[config.mk]
export PLATFORM = sky130hd
export DESIGN_NAME = dmaw_seq_top
export DESIGN_NICKNAME = d
export VERILOG_FILES = /design/src/rtl/dmaw_pkg.sv /design/src/rtl/dmaw_size_sel.sv /design/src/rtl/dmaw_lane_map.sv /design/src/rtl/dmaw_run_ctrl.sv /design/src/rtl/dmaw_seq_top.sv
export SDC_FILE = /design/constraint.sdc
export NUM_CORES = 1
export LEC_CHECK = 0
export BUFFER_PORTS_ARGS = -buffer_cell sky130_fd_sc_hd__buf_4
export CAP_MARGIN = 20
export CORE_ASPECT_RATIO = 0.5
export CORE_UTILIZATION = 48
export DETAILED_ROUTE_END_ITERATION = 6
export GPL_TIMING_DRIVEN = 1
export PLACE_DENSITY = 0.8
export SETUP_SLACK_MARGIN = 0.02
export SYNTH_ARGS = -nofsm -noshare
export SYNTH_HDL_FRONTEND = slang
export SYNTH_SLANG_ARGS = --single-unit
[constraint.sdc]
create_clock -name clk -period 2.78 [get_ports clk]
set_clock_uncertainty 0.05 [all_clocks]
set_input_delay 0.278 -clock clk [delete_from_list [all_inputs] [get_ports clk]]
set_output_delay 0.278 -clock clk [all_outputs]
set_load 0.005 [all_outputs]
[src/rtl/dmaw_pkg.sv]
package dmaw_pkg;
  localparam int unsigned LANES  = 2;
  localparam int unsigned LANE_W = 8;

  typedef enum logic {
    SZ_BYTE = 1'b0,
    SZ_HALF = 1'b1
  } cyc_size_e;
endpackage

[src/rtl/dmaw_size_sel.sv]
module dmaw_size_sel
  import dmaw_pkg::*;
#(
  parameter int unsigned CNT_W = 12
) (
  input  logic             addr_lsb,
  input  logic [CNT_W-1:0] remain,
  input  logic             bmode,
  output cyc_size_e        size
);
  localparam logic [CNT_W-1:0] HALF_BYTES = CNT_W'(2);

  logic room_for_half;

  always_comb begin
    room_for_half = (remain >= HALF_BYTES);
    if (!bmode && !addr_lsb && room_for_half) size = SZ_HALF;
    else                                      size = SZ_BYTE;
  end
endmodule

[src/rtl/dmaw_lane_map.sv]
module dmaw_lane_map
  import dmaw_pkg::*;
(
  input  cyc_size_e                size,
  input  logic                     addr_lsb,
  input  logic                     swap,
  input  logic [LANES*LANE_W-1:0]  src,
  output logic [LANES-1:0]         be,
  output logic [LANES*LANE_W-1:0]  data
);
  logic first_lane;
  assign first_lane = addr_lsb ^ swap;

  for (genvar l = 0; l < LANES; l++) begin : g_lane
    localparam logic LB = ((l % 2) == 1);
    logic pick;
    logic en;
    always_comb begin
      pick = LB ^ first_lane;
      en   = (size == SZ_HALF) || (LB == first_lane);
      be[l] = en;
      if (!en)       data[l*LANE_W +: LANE_W] = '0;
      else if (pick) data[l*LANE_W +: LANE_W] = src[LANE_W +: LANE_W];
      else           data[l*LANE_W +: LANE_W] = src[0 +: LANE_W];
    end
  end

  always_comb begin
    if (size == SZ_BYTE) begin
      a_r7_one_lane: assert ($countones(be) == 1)
        else $error("narrow cycle must enable one lane");
    end else begin
      a_r3_both_lanes: assert (be == '1)
        else $error("wide cycle must enable all lanes");
    end
  end
endmodule

[src/rtl/dmaw_run_ctrl.sv]
module dmaw_run_ctrl
  import dmaw_pkg::*;
#(
  parameter int unsigned ADDR_W = 16,
  parameter int unsigned CNT_W  = 12
) (
  input  logic              clk,
  input  logic              rst_n,
  input  logic              start,
  input  logic [ADDR_W-1:0] start_addr,
  input  logic [CNT_W-1:0]  start_len,
  input  logic              start_bmode,
  input  cyc_size_e         size,
  input  logic              cyc_ready,
  output logic              busy,
  output logic [ADDR_W-1:0] addr,
  output logic [CNT_W-1:0]  remain,
  output logic              bmode,
  output logic              done
);
  localparam logic [ADDR_W-1:0] A_ONE = ADDR_W'(1);
  localparam logic [ADDR_W-1:0] A_TWO = ADDR_W'(2);
  localparam logic [CNT_W-1:0]  C_ONE = CNT_W'(1);
  localparam logic [CNT_W-1:0]  C_TWO = CNT_W'(2);

  logic              busy_q, busy_d;
  logic              done_q, done_d;
  logic              bmode_q, bmode_d;
  logic [ADDR_W-1:0] addr_q, addr_d;
  logic [CNT_W-1:0]  cnt_q, cnt_d;
  logic              accept, xfer, run_en;
  logic [ADDR_W-1:0] a_step;
  logic [CNT_W-1:0]  c_step;

  always_comb begin
    accept  = start && !busy_q;
    xfer    = busy_q && cyc_ready;
    run_en  = accept || xfer;
    a_step  = (size == SZ_HALF) ? A_TWO : A_ONE;
    c_step  = (size == SZ_HALF) ? C_TWO : C_ONE;
    addr_d  = addr_q;
    cnt_d   = cnt_q;
    bmode_d = bmode_q;
    busy_d  = busy_q;
    done_d  = 1'b0;
    if (accept) begin
      addr_d  = start_addr;
      cnt_d   = start_len;
      bmode_d = start_bmode;
      busy_d  = (start_len != '0);
      done_d  = (start_len == '0);
    end else if (xfer) begin
      addr_d = addr_q + a_step;
      cnt_d  = cnt_q - c_step;
      if (cnt_q == c_step) begin
        busy_d = 1'b0;
        done_d = 1'b1;
      end
    end
  end

  always_ff @(posedge clk or negedge rst_n) begin
    if (!rst_n) begin
      busy_q <= 1'b0;
      done_q <= 1'b0;
    end else begin
      busy_q <= busy_d;
      done_q <= done_d;
    end
  end

  always_ff @(posedge clk or negedge rst_n) begin
    if (!rst_n) begin
      addr_q  <= '0;
      cnt_q   <= '0;
      bmode_q <= 1'b0;
    end else if (run_en) begin
      addr_q  <= addr_d;
      cnt_q   <= cnt_d;
      bmode_q <= bmode_d;
    end
  end

  assign busy   = busy_q;
  assign addr   = addr_q;
  assign remain = cnt_q;
  assign bmode  = bmode_q;
  assign done   = done_q;

  a_r9_hold_when_stalled: assert property (@(posedge clk) disable iff (!rst_n)
    (busy_q && !cyc_ready) |=> ($stable(addr_q) && $stable(cnt_q)))
    else $error("cycle moved without handshake");

  a_r10_done_single: assert property (@(posedge clk) disable iff (!rst_n)
    done_q |=> !done_q)
    else $error("done longer than one cycle");

  a_r10_done_idle: assert property (@(posedge clk) disable iff (!rst_n)
    done_q |-> !busy_q)
    else $error("done while busy");

  a_r6_bmode_steady: assert property (@(posedge clk) disable iff (!rst_n)
    (busy_q && $past(busy_q)) |-> $stable(bmode_q))
    else $error("byte mode changed within a run");

  a_r2_no_restart: assert property (@(posedge clk) disable iff (!rst_n)
    (busy_q && start && !cyc_ready) |=> $stable(addr_q))
    else $error("start accepted while busy");
endmodule

[src/rtl/dmaw_seq_top.sv]
module dmaw_seq_top
  import dmaw_pkg::*;
#(
  parameter int unsigned ADDR_W = 16,
  parameter int unsigned CNT_W  = 12
) (
  input  logic              clk,
  input  logic              rst_n,
  input  logic              start,
  input  logic [ADDR_W-1:0] start_addr,
  input  logic [CNT_W-1:0]  start_len,
  input  logic              start_bmode,
  input  logic              swap_strap,
  input  logic [15:0]       src_data,
  input  logic              cyc_ready,
  output logic              busy,
  output logic              cyc_valid,
  output logic [ADDR_W-1:0] cyc_addr,
  output logic              cyc_wide,
  output logic [1:0]        cyc_be,
  output logic [15:0]       cyc_data,
  output logic              done
);
  logic [1:0]        rst_sync_q;
  logic              rst_int_n;
  logic              run_busy;
  logic [ADDR_W-1:0] run_addr;
  logic [CNT_W-1:0]  run_cnt;
  logic              run_bmode;
  cyc_size_e         cur_size;

  always_ff @(posedge clk or negedge rst_n) begin
    if (!rst_n) rst_sync_q <= 2'b00;
    else        rst_sync_q <= {rst_sync_q[0], 1'b1};
  end
  assign rst_int_n = rst_sync_q[1];

  dmaw_run_ctrl #(.ADDR_W(ADDR_W), .CNT_W(CNT_W)) u_run (
    .clk        (clk),
    .rst_n      (rst_int_n),
    .start      (start),
    .start_addr (start_addr),
    .start_len  (start_len),
    .start_bmode(start_bmode),
    .size       (cur_size),
    .cyc_ready  (cyc_ready),
    .busy       (run_busy),
    .addr       (run_addr),
    .remain     (run_cnt),
    .bmode      (run_bmode),
    .done       (done)
  );

  dmaw_size_sel #(.CNT_W(CNT_W)) u_size (
    .addr_lsb(run_addr[0]),
    .remain  (run_cnt),
    .bmode   (run_bmode),
    .size    (cur_size)
  );

  dmaw_lane_map u_lane (
    .size    (cur_size),
    .addr_lsb(run_addr[0]),
    .swap    (swap_strap),
    .src     (src_data),
    .be      (cyc_be),
    .data    (cyc_data)
  );

  assign busy      = run_busy;
  assign cyc_valid = run_busy;
  assign cyc_addr  = run_addr;
  assign cyc_wide  = (cur_size == SZ_HALF);

  a_r5_odd_narrow: assert property (@(posedge clk) disable iff (!rst_int_n)
    (cyc_valid && cyc_addr[0]) |-> !cyc_wide)
    else $error("wide cycle at odd address");

  a_r4_last_narrow: assert property (@(posedge clk) disable iff (!rst_int_n)
    (cyc_valid && run_cnt == CNT_W'(1)) |-> !cyc_wide)
    else $error("wide cycle with one byte left");

  a_r6_bmode_narrow: assert property (@(posedge clk) disable iff (!rst_int_n)
    (cyc_valid && run_bmode) |-> !cyc_wide)
    else $error("wide cycle in byte mode");
endmodule

==> After elaboration in Yosys (flattened, before gate mapping) <==
Cells that the tools add are included.
{ "word_totals": {"register_bits": 33, "latch_bits": 0, "ramBits": 0, "rom_bits": 0, "inputBits": 50, "word_cells": 46, "n_memories": 0} }
{ "classes": {"add_sub_neg": 2, "n_mul": 0, "div": 0, "magnitude_cmp": 1, "n_eq_ne": 1, "shift": 0, "mux": 17, "bitwise": 2, "reduce_logical": 17} }
{ "ops": {"columns": ["op", "count"], "rows": [
  ["16-bit 2-to-1 mux", 2],
  ["8-bit 2-to-1 mux", 4],
  ["12-bit 2-to-1 mux", 2],
  ["16-bit adder", 1],
  ["12-bit == test", 1],
  ["12-bit by 2-bit >= comparator with 1-bit output, second input constant", 1],
  ["12-bit zero test", 1],
  ["12-bit nonzero test", 1],
  ["12-bit subtractor", 1],
  ["1-bit 2-to-1 mux", 7],
  ["2-bit AND reduction", 3],
  ["1-bit logical AND", 4],
  ["2-bit 2-to-1 mux", 2],
  ["2-bit nonzero test", 2],
  ["1-bit zero test", 3],
  ["1-bit logical OR", 3],
  ["1-bit inverter", 1],
  ["1-bit bitwise XOR", 1]
]} }

==> Longest topological paths before layout <==
Gate-level depths: netlist (run 1).
{ "depth": {"word_depth": 9, "mapped_depth": 10, "ltp_nobuf": 10} }

==> By module <==
From an unflattened synthesis (run 1), not the netlist that was laid out.
{ "unflattened": {"cells_unflattened": 236, "area_unflattened_um2": 2189.6} }
{ "modules_own_cells": {"columns": ["mod", "instances", "cells_per_inst", "area_per_inst_um2", "seq_area_each_um2"], "rows": [
  ["dmaw_run_ctrl", 1, 198, 1810.5, 775.7],
  ["dmaw_lane_map", 1, 30, 291.5, 0.0],
  ["dmaw_seq_top", 1, 4, 61.3, 50.0],
  ["dmaw_size_sel", 1, 4, 26.3, 0.0]
]} }

==> Worst setup path before layout (run 1) <==
Ideal clock, no wire load.
{ "synth_path": {"path_kind": "reg2reg", "startpoint": "reg u_run.cnt_q[2] (netlist: u_run.remain[2])", "endpoint": "reg u_run.cnt_q[10] (netlist: u_run.remain[10])", "setup_time_ps": 126, "t_arrival_ps": 3248, "required_ps": 2604, "path_slack_ps": -644, "stages_incl_launch_ff": 11, "path_buffers": 0, "synth_period_minus_slack_ps": 3424, "cell_sequence": "dfrtp_1 -> or4_4 -> nor4_2 -> and2_1 -> or3_1 -> ha_1 -> inv_1 -> fa_1 -> nor4_1 -> a21oi_1 -> a221o_1"} }
{ "synth_between": {"elab_chain_cells": 7} }
{ "synth_rtl": {"columns": ["item", "line_no", "source"], "rows": [
  ["from (decl)", "dmaw_run_ctrl.sv:30", "logic [CNT_W-1:0] cnt_q, cnt_d;"],
  ["from (signal assigned)", "dmaw_run_ctrl.sv:79", "cnt_q <= cnt_d;"],
  ["12-bit by 2-bit >= comparator with 1-bit output", "dmaw_size_sel.sv:16", "room_for_half = (remain >= HALF_BYTES);"],
  ["1-bit logical AND", "dmaw_size_sel.sv:17", "if (!bmode && !addr_lsb && room_for_half) size = SZ_HALF;"],
  ["1-bit 2-to-1 mux", "dmaw_size_sel.sv:17", null],
  ["2-bit 2-to-1 mux", "dmaw_run_ctrl.sv:40", "c_step = (size == SZ_HALF) ? C_TWO : C_ONE;"],
  ["12-bit subtractor (*)", "dmaw_run_ctrl.sv:54", "cnt_d = cnt_q - c_step;"],
  ["12-bit 2-to-1 mux (*)", "dmaw_run_ctrl.sv:52", "end else if (xfer) begin"],
  ["12-bit 2-to-1 mux (*)", "dmaw_run_ctrl.sv:46", "if (accept) begin"]
]} }
Mark *: on every way between the ends. The rest lies on a longest branch, timed or not. The select of a mux whose other input is x is not followed.
A chain may end at the register's enable or synchronous reset.

==> Worst setup path in the final report (run 1) <==
{ "layout_path": {"startpoint": "reg u_run.cnt_q[7] (netlist: u_run.remain[7])", "endpoint": "reg u_run.cnt_q[6] (netlist: u_run.remain[6])"} }
{ "layout_between": {"elab_chain_cells": 7} }
{ "layout_rtl": {"columns": ["item", "line_no"], "rows": [
  ["12-bit by 2-bit >= comparator with 1-bit output", "dmaw_size_sel.sv:16"],
  ["1-bit logical AND", "dmaw_size_sel.sv:17"],
  ["1-bit 2-to-1 mux", "dmaw_size_sel.sv:17"],
  ["2-bit 2-to-1 mux", "dmaw_run_ctrl.sv:40"],
  ["12-bit subtractor", "dmaw_run_ctrl.sv:54"],
  ["12-bit 2-to-1 mux", "dmaw_run_ctrl.sv:52"],
  ["12-bit 2-to-1 mux", "dmaw_run_ctrl.sv:46"]
]} }
No other way between the ends. The select of a mux whose other input is x is not followed.

==> out/results.txt, run 1 <==
The flow ran to the end, but the final reports show violations. The final reports fail on negative setup slack. The period utilization was 1.11. The run gives 0 as the number of antenna violations at the first check in global routing.

The cell with the most instances on the worst path was sky130_fd_sc_hd__buf_6. STA puts the critical path data required time at 2.90 ns. The clock transition at the register clock pins on the worst setup and hold paths after CTS is 0.08 ns, and the post-route antenna net violation count is 0.

The sequential share of power was 0.245. The sequential-to-total area share from yosys stat came out at 0.393. The remaining global-route overflow came out at 0. The run gives 5 as the number of CTS-inserted buffers.

Startpoint-to-endpoint class of the critical path: register to register. The area fraction of the dominant cell type after synthesis was 0.393; the total of max-cap violations was 0. The worst-case headroom to the max-slew limit is 0.340. In this run the static leakage power is 0.00153 uW. The run gives 3360 sq um as the post-route cell area. The number of DRC markers after the initial detailed-route iteration is 215, and the post-detailed-route via-to-cell ratio is 6.32.

The internal power of the cells totals 2240 uW. Synthesis produced a netlist with a net count of 300. STA classifies the critical path startpoint as a register. Counting instances in the post-synthesis netlist gives the leading cell types as sky130_fd_sc_hd__nand2_1, sky130_fd_sc_hd__dfrtp_1, sky130_fd_sc_hd__o21ai_0. For this block, the routed nets add up to 7920 um of wire. The combinational share of power is 0.655. Type of destination of the critical path: a register. The HPWL reported at the end of detailed placement was 4950 um; the switching portion of total power was 0.432. For this design the ratio of total power to cell area is 1170 nW/um^2. Yosys mapped a number of flops with a built-in enable equal to 0. The share of power burned in the clock network is 0.100, and the final weighted congestion of routability-driven global placement is 0.826.

Arrival time at the worst endpoint: 3.22 ns. Across all register-to-register paths, the minimum setup slack is -0.31 ns. The quantity of I/O buffers inserted on ports was 87; the multi-input combinational cell area was 1370 sq um. The share of layout cells above drive strength 1 came out at 0.451. The synthesis-to-finish area growth works out to 59.9%. The unique cell type count in the Yosys netlist was 45. Summed over all nets, the switching power comes to 1700 uW.

The tools report the worst setup margin as -0.314 ns. Among all cell types in the netlist, the one instantiated most often is sky130_fd_sc_hd__nand2_1. The die outline width came out at 95.6 um. The mean routed wirelength per cell came out at 18.9 um. The count of endpoints failing hold in the final timing report is 0.

In this run the number of H-tree levels came out at 2. 0 antenna diodes ended up in the layout. Setup violations remaining at the end of the flow were counted as 19. Pin placement for this block handled 88 I/O pins.

The logs give 0.30 ns for the clock latency on the worst-skew pair and 0.520 for the initial core utilization. The largest net degree at the start of global routing is 32, and the cell count after synthesis is 245. The slowest stage of the critical path is the sky130_fd_sc_hd__or4_4 cell. For the die area, the log shows 4670 sq um. The worst-case hold slack was 0.142 ns.

For this run, design rule violations remaining after detail routing come to 0. At the pin with the least slew margin, the transition time is 0.984 ns. The critical path goes through or4_4 -> nor4_4 -> and2_4 -> or3_4 -> ha_4 -> inv_2 -> fa_2 -> buf_6 -> buf_6 -> o311ai_0 -> nand2_1. In this run the mean area of a mapped cell was 8.58 sq um. Based on the critical path, the design can be clocked at up to 0.323 GHz.

The synthesized design spends more area on one cell type than any other, namely sky130_fd_sc_hd__dfrtp_1. The logs give 33 for the count of clock tree sinks and 420 for the final instance count without filler cells. After detailed placement, the design holds a cell count of 398. For the via count of the first global-routing pass, the log shows 2457. Flip-flop and latch count after synthesis: 33. The via total after detailed routing came out at 2655.

In this run the cell area measured after placement is 3010 sq um. The clock passes through at most 2 buffers. Sorting the synthesized cells by area gives the leading types as sky130_fd_sc_hd__dfrtp_1, sky130_fd_sc_hd__nand2_1, sky130_fd_sc_hd__a32o_1. Setup repair after global routing could not meet its margin everywhere.

The number of pins exceeding their max-slew limit in the final report was 0. The total routing usage reported by global routing was 0.315. Yosys printed 0 warnings.

The routed design could run at a clock period as short as 3.09 ns. For this run, the slowest stage of the critical path takes 0.56 ns. Detailed-router iteration count before antenna repair: 5. The run gives 2100 sq um as the area of the mapped netlist.

VDD sags by at most 0.000638 V. The logs give 826 sq um for the total area of sequential cells and 16 for the floorplan row count. The top flip-flop cell by instance count after synthesis is sky130_fd_sc_hd__dfrtp_1. Fill cells in the final layout number 245. The core region is 4040 sq um. The tools report the cell chosen for the clock root as sky130_fd_sc_hd__clkbuf_8. For the share of the core filled with cells in the final layout, the log shows 0.832.

The path class of the tightest hold or removal check is primary input to register. For this run, the post-layout net count is 421. The first global-routing pass estimated 11200 um of wire. TritonCTS built the clock tree. Fraction of registers with async set or reset after synthesis: 1.00. Along the worst path, the maximum fanout reaches 4.

The overall power after layout was 3940 uW; the chip height was 48.8 um.
[worst max-delay path: cells and delay by family, from the launching register on]
kind / cells / cell delay (ns)
AOI/OAI and AO/OA: 1 / 0.38
adders and majority gates: 2 / 0.51
buffers and inverters: 3 / 0.30
DFF: 1 / 0.39
and+or+nand+nor: 5 / 1.34
[layout by cell type, fill, tap and decap left out, types with 3 or more instances in the layout]
cell,count
sky130_fd_sc_hd__nand2_1,45
sky130_fd_sc_hd__clkbuf_8,6
sky130_fd_sc_hd__o21ai_1,5
sky130_fd_sc_hd__a22oi_1,3
sky130_fd_sc_hd__dfrtp_1,33
sky130_fd_sc_hd__a21oi_1,4
sky130_fd_sc_hd__o21ai_0,11
sky130_fd_sc_hd__nor4_1,3
sky130_fd_sc_hd__nor2_1,14
sky130_fd_sc_hd__buf_4,119
sky130_fd_sc_hd__nor3_4,3
sky130_fd_sc_hd__a32o_1,8
sky130_fd_sc_hd__nor3_2,3
sky130_fd_sc_hd__or4_4,3
sky130_fd_sc_hd__a21o_1,4
sky130_fd_sc_hd__buf_6,8
sky130_fd_sc_hd__nor3_1,8
sky130_fd_sc_hd__ha_4,3
sky130_fd_sc_hd__nand3_1,8
sky130_fd_sc_hd__o211ai_1,10
sky130_fd_sc_hd__a221o_1,7
sky130_fd_sc_hd__inv_1,4
sky130_fd_sc_hd__a21oi_2,3
[worst paths after layout]
kind | startpoint | depth (start not counted) | end
min in group asynchronous | rst_sync_q[1] | 1 | u_run.remain[6]
max reg2reg | u_run.remain[7] | 11 | u_run.remain[6]
max | u_run.remain[7] | 11 | u_run.remain[6]
max in group asynchronous | rst_sync_q[1] | 1 | u_run.remain[0]
min | start_addr[2] | 3 | u_run.addr[2]
min reg2reg | rst_sync_q[1] | 1 | u_run.remain[6]
[cell families after synthesis]
kind of cell | count (synthesis) | synth area share
XOR/XNOR | 4 | 0.0167
buffers and inverters | 20 | 0.0428
other | 1 | 0.00178
flip-flops | 33 | 0.393
AO/OA/AOI/OAI | 75 | 0.266
adder cells (fa/ha/maj) | 5 | 0.0333
AND/OR/NAND/NOR | 107 | 0.247
[final cells by class]
class,instances,area share
clock buffers,7,0.0257
inverters,6,0.00670
multi-input cells,192,0.407
flip-flops and latches,33,0.246
well taps,54,0.0201
repair buffers,128,0.295
[what timing repair did]
item / in CTS / in global routing
hold buffers: 1 / 0
pin swaps: 19 / 14
endpoints found under the setup margin: 15 / 30
cloned: 1 / 0
resized for setup: 20 / 20
hold endpoints to repair: 2 / 0
buffers inserted: 7 / 6
[state kept, by name, indices dropped and copies added (netlist names)]
register	flops
u_run.done	1
u_run.busy	1
rst_sync_q	2
u_run.bmode	1
u_run.remain	12
u_run.addr	16
[through the flow]
step                      setup TNS [ns]  setup WS, ns
after floorplan                   -0.966        -0.187
after global placement            -0.711        -0.134
after detailed placement           -1.90        -0.313
after CTS                          -2.16        -0.282
after global routing               -5.21        -0.398
final                              -3.27        -0.314
[routing by layer]
metal | vias to the layer above | global-route usage | share of wire
li1 | 1170 | - | -
met1 | 1315 | 0.397 | 0.39
met2 | 152 | 0.548 | 0.50
met3 | 18 | 0.0670 | 0.089
met4 | 0 | 0.0896 | 0.015
met5 | - | 0 | 0
[power by group through the flow]
stage               sequential, uW  combinational [uW]  clock (uW)
finish                         966                2580         393
global route                   984                2780         404
CTS                            937                2230         377
detailed placement             938                2040           0
global placement               924                1960           0
floorplan                      921                1120           0
(Power assumes the default switching activity.)
==> inputs of run 2 (changes only) <==
--- a/config.mk
+++ b/config.mk
@@ -5,13 +5,13 @@
 export SDC_FILE = /design/constraint.sdc
 export NUM_CORES = 1
 export LEC_CHECK = 0
-export BUFFER_PORTS_ARGS = -buffer_cell sky130_fd_sc_hd__buf_4
 export CAP_MARGIN = 20
 export CORE_ASPECT_RATIO = 0.5
-export CORE_UTILIZATION = 48
+export CORE_UTILIZATION = 63
 export DETAILED_ROUTE_END_ITERATION = 6
+export DONT_BUFFER_PORTS = 1
 export GPL_TIMING_DRIVEN = 1
-export PLACE_DENSITY = 0.8
+export PLACE_DENSITY = 0.79
 export SETUP_SLACK_MARGIN = 0.02
 export SYNTH_ARGS = -nofsm -noshare
 export SYNTH_HDL_FRONTEND = slang
==> out/results.txt, run 2 (synthesized netlist as in run 1, its figures left out) <==
Compared with the post-synthesis result, the final layout area differs by 27.2%. The checks that failed: negative setup slack. Kind of cell with the highest combined delay on the critical path: simple AND/OR/NAND/NOR gates. The total length of routed wires was 7040 um (-11%). Cell with the most instances on the worst path: sky130_fd_sc_hd__or4_4.

The number of CTS-inserted buffers is 5 (unchanged), and the detailed-router iteration count before antenna repair is 4 (-1). The clock latency on the worst-skew pair is 0.30 ns (about the same), and the power spent charging and discharging nets is 1620 uW (-4.6%). The antenna cell count is 0 (unchanged), and the worst-case headroom to the max-slew limit is 0.446 (+0.107).

Leaving out fill and tap cells, the most frequent cells in the layout are sky130_fd_sc_hd__nand2_1, sky130_fd_sc_hd__dfrtp_1, sky130_fd_sc_hd__buf_4. The tools report the total negative slack for setup checks as -3.70 ns (-0.430 ns). The tools report the share of power burned in the clock network as 0.106 (+0.006). STA classifies the critical path startpoint as a register. The total core area was 3080 sq um (-24%); the multi-input combinational cell area was 1390 sq um (+1.7%). The clock transition at the register clock pins on the worst setup and hold paths after CTS is 0.07 ns (about the same), and the combinational share of power is 0.614 (-0.041). The HPWL reported at the end of detailed placement is 4100 um (-17%), and the placed standard-cell area is 2320 sq um (-23%). The number of nets in the layout came out at 330 (-22%).

The die area is 3590 sq um (-23%). Post-detailed-route via-to-cell ratio: 7.41 (+17%). The tightest min-delay check is of the primary input to register type. The via total after detailed routing was 2333 (-12%); the mean routed wirelength per cell was 22.4 um (+19%). The cell chosen for the clock root was sky130_fd_sc_hd__clkbuf_8. For the cell-internal power, the log shows 1930 uW (-14%). Library cell contributing the largest single delay on the critical path: sky130_fd_sc_hd__or4_4. The remaining routing DRC violations is 0 (unchanged). Leaving out fill and tap cells, the most frequent cell in the layout is sky130_fd_sc_hd__nand2_1. The tools report the total of fill cells in the finished design as 159 (-35%).

The tools report the clock tree buffer depth as 2 (unchanged). The quantity of I/O buffers inserted on ports was 0 (-100%). The maximum fanout count along the critical path was 4 (unchanged). TritonCTS built the clock tree. The highest achievable clock rate was 0.314 GHz (-2.7%); the leakage component of the power was 0.00108 uW (-29%).

The chip height was 42.9 um (-12%); the count of clock tree sinks was 33 (unchanged). The worst setup margin came out at -0.401 ns (-0.0866 ns). The switching portion of total power works out to 0.456 (+0.0246). The power density over cell area was 1330 nW/um^2 (+13%).

The critical path goes through or4_4 -> nor4_4 -> and2_4 -> or3_4 -> ha_4 -> nor2b_4 -> or4_4 -> buf_6 -> o211ai_1 -> nand3_1. The final weighted congestion of routability-driven global placement was 0.943 (+14%); the count of endpoints failing hold in the final timing report was 0 (unchanged). The flow ran to the end, but the final reports show violations. The total area of sequential cells was 826 sq um (unchanged); the level count of the clock H-tree was 2 (unchanged).

The post-route antenna net violation count came out at 0 (unchanged). The total routing usage reported by global routing came out at 0.337 (+0.0219). The number of flip-flops under the largest register name works out to 16 (unchanged).

The logs give 221 (+2.8%) for the number of DRC markers after the initial detailed-route iteration and 18 (-1) for the final number of setup-violating endpoints. The number of pins exceeding their max-slew limit in the final report was 0 (unchanged); the clock period minus worst slack was 3.18 ns (+0.0866 ns). The initial core utilization is 0.682 (+0.162). The startpoint-to-endpoint class of the critical path was register to register. The run gives 3.30 ns (+0.08 ns) as the arrival time at the worst endpoint. The maximum cell stage delay along the critical path was 0.58 ns (+0.02 ns). The remaining global-route overflow was 0 (unchanged); the largest net degree at the start of global routing was 32 (unchanged).

The worst-margin pin slew is 0.826 ns (-0.159 ns), and the post-route cell area is 2680 sq um (-20%). The floorplan row count was 14 (-2). The total of max-cap violations is 0 (unchanged), and the via count of the first global-routing pass is 1953 (-21%). The type of destination of the critical path is a register. The run gives 9220 um (-18%) as the first-pass GRT wire length. The number of top-level design ports is 88 (unchanged), and the period utilization is 1.14 (+0.0312). For the overall power after layout, the log shows 3560 uW (-9.8%).

Setup repair after global routing could not meet its margin everywhere. For the highest ir drop seen on vdd, the log shows 0.00110 V (+72%). The die outline width came out at 83.7 um (-12%).

The number of buffer and inverter stages on the critical path was 1 (-2). The number of antenna violations at the first check in global routing was 0 (unchanged). The required time of the critical path was 2.90 ns (about the same). The tools report the sequential share of power as 0.280 (+0.035). Share of layout cells above drive strength 1: 0.273 (-0.178).
run 2: cell count changes in the layout (fill, tap and decap cells not counted), sizes merged:
cell and delta:
buf -91
run 2: final cells by class:
class                      instances  area share
inverter                           6     0.00842
clock buffer                       7      0.0323
sequential                        33       0.309
multi-input combinational        192       0.520
tap                               40      0.0187
timing repair buffer              37       0.112
run 2: power groups by stage:
stage,combinational [uW],sequential [uW],clock (uW)
detailed placement,1550,961,0
CTS,1700,958,372
global placement,1470,949,0
finish,2180,996,378
global route,2300,1020,396
floorplan,1120,921,0
run 2: stage by stage:
stage / hold slack (ns) / cells / util / worst slack [ns]
after floorplan: -0.0676 / 245 / - / -0.187
after global placement: -0.0675 / 294 / 0.751 / -0.111
after detailed placement: -0.0675 / 294 / 0.751 / -0.204
after CTS: 0.0514 / 307 / 0.807 / -0.150
after global routing: 0.0697 / 315 / 0.868 / -0.430
final: 0.0502 / 315 / 0.868 / -0.401
run 2: final timing paths:
kind	from	slack (ns)	to	cells after the start
hold reg to reg	rst_sync_q[1]	0.21	u_run.done	1
setup / recovery	u_run.remain[9]	-0.40	u_run.remain[11]	10
setup reg to reg	u_run.remain[9]	-0.40	u_run.remain[11]	10
hold / removal	start_bmode	0.05	u_run.bmode	2
max in group asynchronous	rst_sync_q[1]	2.17	u_run.remain[7]	1
min in group asynchronous	rst_n	0.16	rst_sync_q[0]	1
run 2: timing repair:
action | 4_1_cts | 5_1_grt
hold buffers | 1 | 0
pin swaps | 4 | 14
hold endpoints to repair | 2 | 0
cloned | 0 | 1
endpoints found under the setup margin | 12 | 23
setup buffers | 5 | 7
gates resized for setup | 10 | 28
run 2: per-layer routing:
metal  vias up  global-route usage  part of all wire
met3        38              0.0875              0.10
met5         -                   0                 0
met2       196               0.584              0.48
met4         0               0.119             0.036
met1      1107               0.417              0.38
li1        992                   -                 -
